**src/rtl/cjtag_trk_pkg.sv**
```systemverilog
`timescale 1ns/1ps
package cjtag_trk_pkg;

    typedef enum logic [3:0] {
        LINK_FOURWIRE = 4'd0,
        LINK_ACT_CODE = 4'd1,
        LINK_EXT_CODE = 4'd2,
        LINK_CHECK    = 4'd3,
        LINK_SPARE    = 4'd4,
        LINK_PDELAY   = 4'd5,
        LINK_PREVERSE = 4'd6,
        LINK_PSTATE   = 4'd7,
        LINK_READY    = 4'd8,
        LINK_DELAY    = 4'd9,
        LINK_SCANFMT  = 4'd10,
        LINK_OSCAN1   = 4'd11
    } link_mode_e;

    // Escape thresholds
    localparam int unsigned ESC_ACTIVATE = 6;
    localparam int unsigned ESC_FOURWIRE = 8;

    // Activation field lengths and the position that selects the long form
    localparam int unsigned SHORT_LEN       = 12;
    localparam int unsigned LONG_LEN        = 36;
    localparam int unsigned LONG_DECIDE_POS = 8;

    // Last position of each sub-field
    localparam int unsigned ACT_END   = 4;
    localparam int unsigned EXT_END   = 8;
    localparam int unsigned SPARE_END = 13;
    localparam int unsigned PDLY_END  = 16;
    localparam int unsigned PREV_END  = 18;
    localparam int unsigned PST_END   = 23;
    localparam int unsigned RDY_END   = 25;
    localparam int unsigned DLY_END   = 27;
    localparam int unsigned SFMT_END  = 32;

endpackage

```
**src/rtl/cjtag_sync.sv**
```systemverilog
`timescale 1ns/1ps
module cjtag_sync #(
    parameter int unsigned WIDTH  = 2,
    parameter int unsigned STAGES = 2
) (
    input  logic             clk,
    input  logic             rst,
    input  logic [WIDTH-1:0] d_i,
    output logic [WIDTH-1:0] q_o
);

    logic [WIDTH-1:0] stage_d [STAGES];
    logic [WIDTH-1:0] stage_q [STAGES];

    for (genvar g = 0; g < STAGES; g++) begin : g_stage
        if (g == 0) begin : g_first
            always_comb stage_d[g] = d_i;
        end else begin : g_rest
            always_comb stage_d[g] = stage_q[g-1];
        end

        always_ff @(posedge clk) begin
            if (rst) stage_q[g] <= '0;
            else     stage_q[g] <= stage_d[g];
        end
    end

    assign q_o = stage_q[STAGES-1];

endmodule

```
**src/rtl/cjtag_escape_counter.sv**
```systemverilog
`timescale 1ns/1ps
module cjtag_escape_counter #(
    parameter int unsigned ESC_CNT_W = 4
) (
    input  logic                 clk,
    input  logic                 rst,
    input  logic                 tckc_s_i,
    input  logic                 tmsc_s_i,
    output logic                 rise_o,
    output logic                 tms_o,
    output logic [ESC_CNT_W-1:0] esc_cnt_o
);

    localparam logic [ESC_CNT_W-1:0] CNT_MAX = '1;

    typedef struct packed {
        logic                 tckc;
        logic                 tmsc;
        logic [ESC_CNT_W-1:0] cnt;
    } esc_state_t;

    esc_state_t st_d, st_q;
    logic       toggle_hi;

    always_comb begin
        st_d      = st_q;
        st_d.tckc = tckc_s_i;
        st_d.tmsc = tmsc_s_i;
        // a toggle counts only when the clock was high on both samples
        toggle_hi = tckc_s_i && st_q.tckc && (tmsc_s_i != st_q.tmsc);
        if (rise_o) begin
            st_d.cnt = '0;
        end else if (toggle_hi && (st_q.cnt != CNT_MAX)) begin
            st_d.cnt = st_q.cnt + 1'b1;
        end
    end

    always_ff @(posedge clk) begin
        if (rst) st_q <= '0;
        else     st_q <= st_d;
    end

    assign rise_o    = tckc_s_i && !st_q.tckc;
    assign tms_o     = tmsc_s_i;
    assign esc_cnt_o = st_q.cnt;

endmodule

```
**src/rtl/cjtag_activation_walker.sv**
```systemverilog
`timescale 1ns/1ps
module cjtag_activation_walker
    import cjtag_trk_pkg::*;
#(
    parameter int unsigned ESC_CNT_W = 4
) (
    input  logic                 clk,
    input  logic                 rst,
    input  logic                 rise_i,
    input  logic                 tms_i,
    input  logic [ESC_CNT_W-1:0] esc_cnt_i,
    output link_mode_e           mode_o,
    output logic                 strobe_o,
    output logic                 tap_rst_o
);

    localparam int unsigned POS_W = $clog2(LONG_LEN + 2);

    typedef struct packed {
        link_mode_e       mode;
        logic [POS_W-1:0] pos;
        logic             long_form;
        logic             strobe;
        logic             tap_rst;
    } walk_state_t;

    walk_state_t      st_d, st_q;
    link_mode_e       m_tmp;
    logic [POS_W-1:0] p_tmp;
    logic             lf_tmp;
    logic             in_act;

    function automatic link_mode_e field_of(input logic [POS_W-1:0] p, input logic lf);
        if (p <= POS_W'(ACT_END))   return LINK_ACT_CODE;
        if (p <= POS_W'(EXT_END))   return LINK_EXT_CODE;
        if (!lf)                    return LINK_CHECK;
        if (p <= POS_W'(SPARE_END)) return LINK_SPARE;
        if (p <= POS_W'(PDLY_END))  return LINK_PDELAY;
        if (p <= POS_W'(PREV_END))  return LINK_PREVERSE;
        if (p <= POS_W'(PST_END))   return LINK_PSTATE;
        if (p <= POS_W'(RDY_END))   return LINK_READY;
        if (p <= POS_W'(DLY_END))   return LINK_DELAY;
        if (p <= POS_W'(SFMT_END))  return LINK_SCANFMT;
        return LINK_CHECK;
    endfunction

    always_comb begin
        st_d         = st_q;
        st_d.strobe  = 1'b0;
        st_d.tap_rst = 1'b0;
        m_tmp        = st_q.mode;
        p_tmp        = st_q.pos;
        lf_tmp       = st_q.long_form;
        in_act       = 1'b0;
        if (rise_i) begin
            // escape evaluation comes first on this edge
            if (esc_cnt_i >= ESC_CNT_W'(ESC_FOURWIRE)) begin
                m_tmp = LINK_FOURWIRE;
            end else if (esc_cnt_i == ESC_CNT_W'(ESC_ACTIVATE)) begin
                m_tmp  = LINK_ACT_CODE;
                p_tmp  = '0;
                lf_tmp = 1'b0;
            end
            in_act = (m_tmp != LINK_FOURWIRE) && (m_tmp != LINK_OSCAN1);
            if (in_act) begin
                p_tmp = p_tmp + 1'b1;
                if ((p_tmp == POS_W'(LONG_DECIDE_POS)) && !tms_i) lf_tmp = 1'b1;
                if (p_tmp > (lf_tmp ? POS_W'(LONG_LEN) : POS_W'(SHORT_LEN))) begin
                    m_tmp        = LINK_OSCAN1;
                    st_d.tap_rst = 1'b1;
                end else begin
                    m_tmp = field_of(p_tmp, lf_tmp);
                end
            end
            st_d.strobe    = (m_tmp != st_q.mode);
            st_d.mode      = m_tmp;
            st_d.pos       = p_tmp;
            st_d.long_form = lf_tmp;
        end
    end

    always_ff @(posedge clk) begin
        if (rst) begin
            st_q      <= '0;
            st_q.mode <= LINK_FOURWIRE;
        end else begin
            st_q <= st_d;
        end
    end

    assign mode_o    = st_q.mode;
    assign strobe_o  = st_q.strobe;
    assign tap_rst_o = st_q.tap_rst;

endmodule

```
**src/rtl/cjtag_link_tracker.sv**
```systemverilog
`timescale 1ns/1ps
module cjtag_link_tracker
    import cjtag_trk_pkg::*;
#(
    parameter int unsigned SYNC_STAGES = 2,
    parameter int unsigned ESC_CNT_W   = 4
) (
    input  logic       clk,
    input  logic       rst,
    input  logic       tckc_i,
    input  logic       tmsc_i,
    output logic [3:0] mode_o,
    output logic       field_valid_o,
    output logic       tap_reset_o
);

    logic [1:0]           line_s;
    logic                 tckc_rise;
    logic                 tms_at_rise;
    logic [ESC_CNT_W-1:0] esc_cnt;
    link_mode_e           mode_w;

    cjtag_sync #(
        .WIDTH  (2),
        .STAGES (SYNC_STAGES)
    ) u_sync (
        .clk (clk),
        .rst (rst),
        .d_i ({tckc_i, tmsc_i}),
        .q_o (line_s)
    );

    cjtag_escape_counter #(
        .ESC_CNT_W (ESC_CNT_W)
    ) u_esc (
        .clk       (clk),
        .rst       (rst),
        .tckc_s_i  (line_s[1]),
        .tmsc_s_i  (line_s[0]),
        .rise_o    (tckc_rise),
        .tms_o     (tms_at_rise),
        .esc_cnt_o (esc_cnt)
    );

    cjtag_activation_walker #(
        .ESC_CNT_W (ESC_CNT_W)
    ) u_walk (
        .clk       (clk),
        .rst       (rst),
        .rise_i    (tckc_rise),
        .tms_i     (tms_at_rise),
        .esc_cnt_i (esc_cnt),
        .mode_o    (mode_w),
        .strobe_o  (field_valid_o),
        .tap_rst_o (tap_reset_o)
    );

    assign mode_o = mode_w;

endmodule

```
**config.mk**
```make
export PLATFORM = sky130hd
export DESIGN_NAME = cjtag_link_tracker
export DESIGN_NICKNAME = d
export VERILOG_FILES = /design/src/rtl/cjtag_trk_pkg.sv /design/src/rtl/cjtag_sync.sv /design/src/rtl/cjtag_escape_counter.sv /design/src/rtl/cjtag_activation_walker.sv /design/src/rtl/cjtag_link_tracker.sv
export SDC_FILE = /design/constraint.sdc
export NUM_CORES = 1
export LEC_CHECK = 0
export BUFFER_PORTS_ARGS = -buffer_cell sky130_fd_sc_hd__clkbuf_2
export CORE_ASPECT_RATIO = 1.1
export CORE_MARGIN = 4
export CORE_UTILIZATION = 50
export CTS_BUF_LIST = sky130_fd_sc_hd__clkbuf_4 sky130_fd_sc_hd__clkbuf_8
export CTS_CLUSTER_DIAMETER = 80
export DETAILED_ROUTE_END_ITERATION = 8
export PLACE_DENSITY = 0.68
export SYNTH_ARGS = -nofsm -noshare
export SYNTH_HDL_FRONTEND = slang
export SYNTH_SLANG_ARGS = --single-unit
export TNS_END_PERCENT = 5
```
**constraint.sdc**
```tcl
create_clock -name clk -period 6.6 [get_ports clk]
set_input_delay 0.33 -clock clk [delete_from_list [all_inputs] [get_ports clk]]
set_output_delay 0.33 -clock clk [all_outputs]
set_load 0.03 [all_outputs]
```
==> flow_summary.yaml, run 1 <==
outcome:
  status: "complete, no violations"
critical_path:
  required_ns: 6.82
  critPathMaxFanout: 17
  path_class: "reg -> reg"
  cp.arrival_ns: 5.55
  startpoint_type: "flip-flop"
  end_kind: "flip-flop"
sta:
  max_freq_mhz: 188
  hold_viol_final: 0
  tightestPinTransition_ns: 0.881
  setup_viol: 0
  rsz0062_at_grt: "false"
  skew_ns: 0.00461
  fin_crit_sh_pct: 80.7
  maxSlewViolCount: 0
  finalSetupTns_ns: 0
  period_minus_slack_ns: 5.33
  maxSlewHeadroom_pct: 40.8
  fin_ws_ns: 1.27
min_path:
  worstHoldPathType: "in -> reg"
flow_run:
  drv_cap: 0
clock_tree:
  clkSinkCount: 23
  cts-root-buf: "clkbuf_4"
  hold_buffers: 0
  cts_tree: "yes"
  clk_pin_slew_ns: 0.13
  cts_buffer_depth: 2
  htree_levels: 1
  numCtsBuffers: 3
  cts_resized: 0
  cts_setup_buffers: 0
  clock_latency_ns: 0.32
die:
  die_area_um2: 4240
  die_h_um: 67.9
  start_util_pct: 52.7
  die_w_um: 62.5
  fp-row-count: 21
  core_area_um2: 3100
  ios: 10
power:
  p_per_area_nw_per_um2: 129
  p_leak_uw: 0.000638
  irDropWorstVdd_v: 0.000121
global_routing:
  antenna_found_initial: 0
  grt_max_degree: 18
  grt-ovfl-total: 0
  grt_pass1_wl_mm: 6.29
  grt_use_total_pct: 18.5
  first_global_vias: 1359
finish:
  drive_gt1_share_pct: 9.45
  final_cell_mix: "dfxtp_1, nand2_1, nor2_1, o21ai_0, a21oi_1"
  design_area_um2: 1660
  diodes: 0
  layout_commonest_cell: "dfxtp_1"
  final_nets: 214
  syn_to_final_growth_pct: 1.61
  fillers: 309
routing:
  dr_wl_met2_mm: 1.78
  wl_met1_mm: 1.56
  post-route-drc-count: 0
  wl_per_cell_um: 15.5
  routed_wl_mm: 3.65
  top_layer: "met4"
  first_pass_iters: 4
  ant_nets: 0
  num_vias: 1493
  routed_via_density: 6.35
  first_iter_violations: 212
  dr_wl_met3_um: 223
synthesis:
  avgSynthCellArea_um2: 8.00
  ys_types: 50
  ys_ff_latch: 23
  yosysSeqAreaShare_pct: 28.2
  async_reset_ff_share_pct: 0
  synth_nets: 216
  yosysWarnings: 0
  synth_flop_cell: "dfxtp_1"
  syn_area_um2: 1630
  syn_inst: 204
  synth-edff-count: 0
placement:
  portBuffers: 9
  dp_hpwl_mm: 2.76
  placed_area_um2: 1630
  pre_cts_ws_ns: 1.34
  globalplace.congestion: 0.987
-- logic make-up (layout without fill, tap and decap cells) --
family	Yosys count	count (layout)	share of synthesized area, %
AND/OR/NAND/NOR	75	75	24.4
buffers and inverters	26	23	7.74
XOR/XNOR	10	10	5.82
flip-flops	23	23	28.2
AO/OA/AOI/OAI	58	58	25.3
multiplexers	4	4	2.45
adder cells (fa/ha/maj)	8	8	6.13
-- registers in the layout, summed over array words and instances, names as in the netlist --
| signal | flops |
|---|---|
| u_sync.stage_q | 4 |
| u_walk.mode_o | 4 |
| u_walk.strobe_o | 1 |
| u_esc.esc_cnt_o | 4 |
| u_walk.st_q | 7 |
| u_esc.st_q | 2 |
| u_walk.tap_rst_o | 1 |
-- critical path, stage by stage, from the launching register on --
cell      delay (ns)
dfxtp_1         0.42
inv_1           0.09
ha_1            0.23
nand3b_1        0.31
nand2_1         0.19
inv_1           0.10
ha_1            0.53
and3_1          0.44
nor3_1          0.08
a31oi_1         0.31
nor4b_1         0.10
o21ai_0         0.25
inv_1           0.12
ha_1            0.34
a311o_1         0.32
a211oi_1        0.22
nor2_1          0.16
nor4b_1         0.51
xnor2_1         0.18
nand2_1         0.07
o31a_1          0.27
-- through the flow --
stage,hold WS [ns],std cells,total power [µW],utilization (%)
floorplan,0.414,204,148,-
finish,0.218,235,214,53.5
detailed placement,0.437,231,151,52.6
global placement,0.430,231,150,52.6
CTS,0.213,235,216,53.5
global route,0.247,235,221,53.5
-- path summary, 6_finish.rpt --
kind	start	depth (start not counted)	slack, ns	endpoint
hold reg to reg	u_sync.stage_q[0][1]$_SDFF_PP0_	1	0.47	u_sync.stage_q[1][1]$_SDFF_PP0_
hold / removal	tmsc_i	2	0.22	u_sync.stage_q[0][0]$_SDFF_PP0_
setup / recovery	u_esc.esc_cnt_o[0]$_SDFFE_PP0P_	20	1.27	u_walk.strobe_o$_SDFF_PP0_
setup reg to reg	u_esc.esc_cnt_o[0]$_SDFFE_PP0P_	20	1.27	u_walk.strobe_o$_SDFF_PP0_
-- per-layer routing --
metal / vias to the layer above / GRT usage [%]
li1: 720 / -
met1: 707 / 22.2
met2: 54 / 33.4
met3: 12 / 2.46
met4: 0 / 8.54
met5: - / 0
-- synth_stat cells, types with 2 or more instances --
library cell  instances  area, µm²
clkbuf_1              5       18.8
nand2_1              20       75.1
nor2b_1               6       37.5
nand4_1               3       18.8
inv_1                10       37.5
o21ai_0              15       75.1
nand3b_1              2       15.0
nand3_1               7       35.0
nor3_1                4       20.0
and3_1                2       12.5
buf_4                 6       45.0
xnor2_1               5       43.8
a22o_1                7       61.3
buf_2                 5       25.0
a21oi_1              13       65.1
dfxtp_1              23        460
mux2i_1               4       40.0
a31oi_1               5       31.3
xor2_1                4       35.0
nor4b_1               2       17.5
nor2_1               16       60.1
ha_1                  8        100
and2_1                5       31.3
-- report_power, final --
| part | total (µW) | internal, µW | leakage [µW] | switching, µW |
|---|---|---|---|---|
| clock network | 66.6 | 22.7 | 0.0000177 | 43.9 |
| registers | 141 | 140 | 0.000186 | 0.967 |
| logic | 6.26 | 2.17 | 0.000434 | 4.10 |
| total | 214 | 165 | 0.000638 | 49.0 |
-- layout make-up --
type	count	area, µm²	share of cell area, %
flip-flops and latches	23	460	27.8
repair buffers	9	45.0	2.71
multi-input cells	155	1050	63.0
well taps	34	42.5	2.56
clock inverters	1	5.00	0.302
inverters	10	37.5	2.26
clock buffers	3	22.5	1.36
(Power assumes the default switching activity.)
==> inputs of run 2 (changes only) <==
--- a/config.mk
+++ b/config.mk
@@ -12,7 +12,7 @@
 export CTS_BUF_LIST = sky130_fd_sc_hd__clkbuf_4 sky130_fd_sc_hd__clkbuf_8
 export CTS_CLUSTER_DIAMETER = 80
 export DETAILED_ROUTE_END_ITERATION = 8
-export PLACE_DENSITY = 0.68
+export PLACE_DENSITY = 0.7
 export SYNTH_ARGS = -nofsm -noshare
 export SYNTH_HDL_FRONTEND = slang
 export SYNTH_SLANG_ARGS = --single-unit
==> constraint.sdc (replaced) <==
create_clock -name clk -period 4.4 [get_ports clk]
set_input_delay 0.22 -clock clk [delete_from_list [all_inputs] [get_ports clk]]
set_output_delay 0.22 -clock clk [all_outputs]
set_load 0.03 [all_outputs]
==> run 2 against run 1 <==
Clock skew up 0.0010 ns; final cell count is 3.8% higher; first-iteration DRC count is 11% lower; sequential power grew 50%; largest cell class unchanged; critical path depth did not move; design area up 5.4%; critical path type unchanged; global-route usage rose by 0.83 points; via count grew 2.6%; worst setup slack got worse by 0.92 ns; critical endpoint unchanged; highest routed layer unchanged.
==> flow_summary.yaml, run 2 (synthesis results as in run 1) <==
routing:
  num_vias: 1532
  routed_wl_mm: 3.96
  post-route-drc-count: 0
  first_pass_iters: 4
  ant_nets: 0
  routed_via_density: 6.28
  wl_per_cell_um: 16.2
  first_iter_violations: 188
sta:
  skew_ns: 0.00563
  finalSetupTns_ns: 0
  period_minus_slack_ns: 4.05
  rsz0062_at_grt: "false"
  hold_viol_final: 0
  maxSlewViolCount: 0
  tightestPinTransition_ns: 0.811
  setup_viol: 0
  max_freq_mhz: 247
  fin_crit_sh_pct: 92.0
  maxSlewHeadroom_pct: 45.3
global_routing:
  antenna_found_initial: 0
  grt_max_degree: 17
  grt-ovfl-total: 0
  grt_use_total_pct: 19.3
  first_global_vias: 1422
  grt_pass1_wl_mm: 6.62
clock_tree:
  cts_buffer_depth: 2
  clk_pin_slew_ns: 0.13
  cts_tree: "yes"
  htree_levels: 1
  clock_latency_ns: 0.31
  cts-root-buf: "clkbuf_4"
  numCtsBuffers: 3
  hold_buffers: 0
  clkSinkCount: 23
finish:
  syn_to_final_growth_pct: 7.13
  layout_commonest_cell: "dfxtp_1"
  regMostFlops: "u_walk.st_q"
  final_nets: 223
  largest_register_ff_count: 7
  instances_no_fill: 244
  fillers: 288
  drive_gt1_share_pct: 14.8
  diodes: 0
  final_cell_mix: "dfxtp_1, nand2_1, nor2_1, o21ai_0, a21oi_1"
critical_path:
  rrSetupSlack_ns: 0.35
  cp-endpoint: "u_walk.strobe_o$_SDFF_PP0_"
  reg2regPathDepth: 20
  path_class: "reg -> reg"
  startpoint_type: "flip-flop"
  cp.arrival_ns: 4.27
  crit_start: "u_esc.esc_cnt_o[0]$_SDFFE_PP0P_"
  end_kind: "flip-flop"
  reg2reg_from: "u_esc.esc_cnt_o[0]$_SDFFE_PP0P_"
  critPathMaxFanout: 16
  timing.rr.end: "u_walk.strobe_o$_SDFF_PP0_"
  required_ns: 4.62
die:
  core_area_um2: 3100
  fp-row-count: 21
  start_util_pct: 52.7
  ios: 10
  die_area_um2: 4240
  die_h_um: 67.9
  die_w_um: 62.5
min_path:
  worstHoldPathType: "in -> reg"
power:
  p_int_uw: 248
  p_leak_uw: 0.000696
  irDropWorstVdd_v: 0.000184
  p_per_area_nw_per_um2: 184
  p_sw_uw: 73.5
  p_seq_share_pct: 66.0
  switching_share_pct: 22.9
  pwr-share-comb_pct: 3.0
  clockPowerShare_pct: 31.0
flow_run:
  drv_cap: 0
placement:
  dp.cells: 240
  globalplace.congestion: 1.01
  portBuffers: 9
  dp_hpwl_mm: 2.94
outcome:
  status: "complete, no violations"
==> run 2: cell types whose count changed in the layout (fill, tap and decap cells not counted) <==
cell / previous run / this run
nor4b_4: 0 / 1
a211oi_2: 1 / 2
a211oi_1: 1 / 0
buf_4: 0 / 9
nor2_2: 0 / 1
nor4b_1: 2 / 1
nor2_1: 16 / 15
==> run 2: what timing repair did <==
| item | CTS | global route |
|---|---|---|
| buffers inserted | 0 | 0 |
| resized for setup | 0 | 4 |
| setup endpoints to repair | 0 | 1 |
==> run 2: per-stage QoR <==
step / utilization (%) / hold WS, ns / setup WS (ns) / total power (µW) / cell area (µm²)
CTS: 55.7 / 0.108 / 0.0824 / 324 / 1730
finish: 56.4 / 0.110 / 0.351 / 321 / 1750
global placement: 54.8 / 0.425 / 0.320 / 226 / 1700
detailed placement: 54.8 / 0.439 / 0.107 / 226 / 1700
global route: 56.4 / 0.106 / 0.00339 / 336 / 1750
floorplan: - / 0.348 / 0.101 / 223 / 1630
==> run 2: power by group through the flow <==
| stage | sequential, µW | clock (µW) | combinational (µW) |
|---|---|---|---|
| final | 212 | 99.5 | 9.77 |
| after global routing | 212 | 112 | 11.2 |
| after CTS | 212 | 102 | 9.83 |
| after detailed placement | 216 | 0 | 9.75 |
| after global placement | 216 | 0 | 9.47 |
| after floorplan | 216 | 0 | 6.59 |
==> run 2: how the worst min path moves through the flow <==
stage,startpoint,end,depth (start not counted)
after floorplan,tmsc_i,u_sync.stage_q[0][0]$_SDFF_PP0_,1
after global placement,u_sync.stage_q[0][0]$_SDFF_PP0_,u_sync.stage_q[1][0]$_SDFF_PP0_,1
after detailed placement,tckc_i,u_sync.stage_q[0][1]$_SDFF_PP0_,2
after CTS,tckc_i,u_sync.stage_q[0][1]$_SDFF_PP0_,2
after global routing,tckc_i,u_sync.stage_q[0][1]$_SDFF_PP0_,2
final,tckc_i,u_sync.stage_q[0][1]$_SDFF_PP0_,2
==> run 2: cell type report <==
class | count | area [µm²] | share of cell area [%]
repair buffers | 18 | 113 | 6.44
well taps | 34 | 42.5 | 2.43
inverters | 10 | 37.5 | 2.15
clock buffers | 3 | 22.5 | 1.29
flip-flops and latches | 23 | 460 | 26.3
multi-input cells | 155 | 1070 | 61.1
clock inverters | 1 | 5.00 | 0.286
==> run 2: critical path, cell delays in order, from the launching register on <==
cell and delay, ns:
dfxtp_1 0.41, inv_1 0.08, ha_1 0.23, nand3b_1 0.13, nand2_1 0.13, inv_1 0.08, ha_1 0.16, buf_4 0.22
nand2_1 0.10, o21ai_0 0.19, nor4b_1 0.24, o21ai_0 0.14, inv_1 0.10, ha_1 0.27, a311o_1 0.34, a211oi_2 0.19
nor2_2 0.12, nor4b_4 0.33, xnor2_1 0.17, nand2_1 0.07, o31a_1 0.27
==> run 2: per-layer routing <==
| metal | GRT usage (%) | share of wire (%) | vias up |
|---|---|---|---|
| met5 | 0 | 0 | - |
| met1 | 23.9 | 43 | 717 |
| met2 | 33.4 | 47 | 67 |
| li1 | - | - | 736 |
| met4 | 10.2 | 3.8 | 0 |
| met3 | 2.46 | 6.5 | 12 |
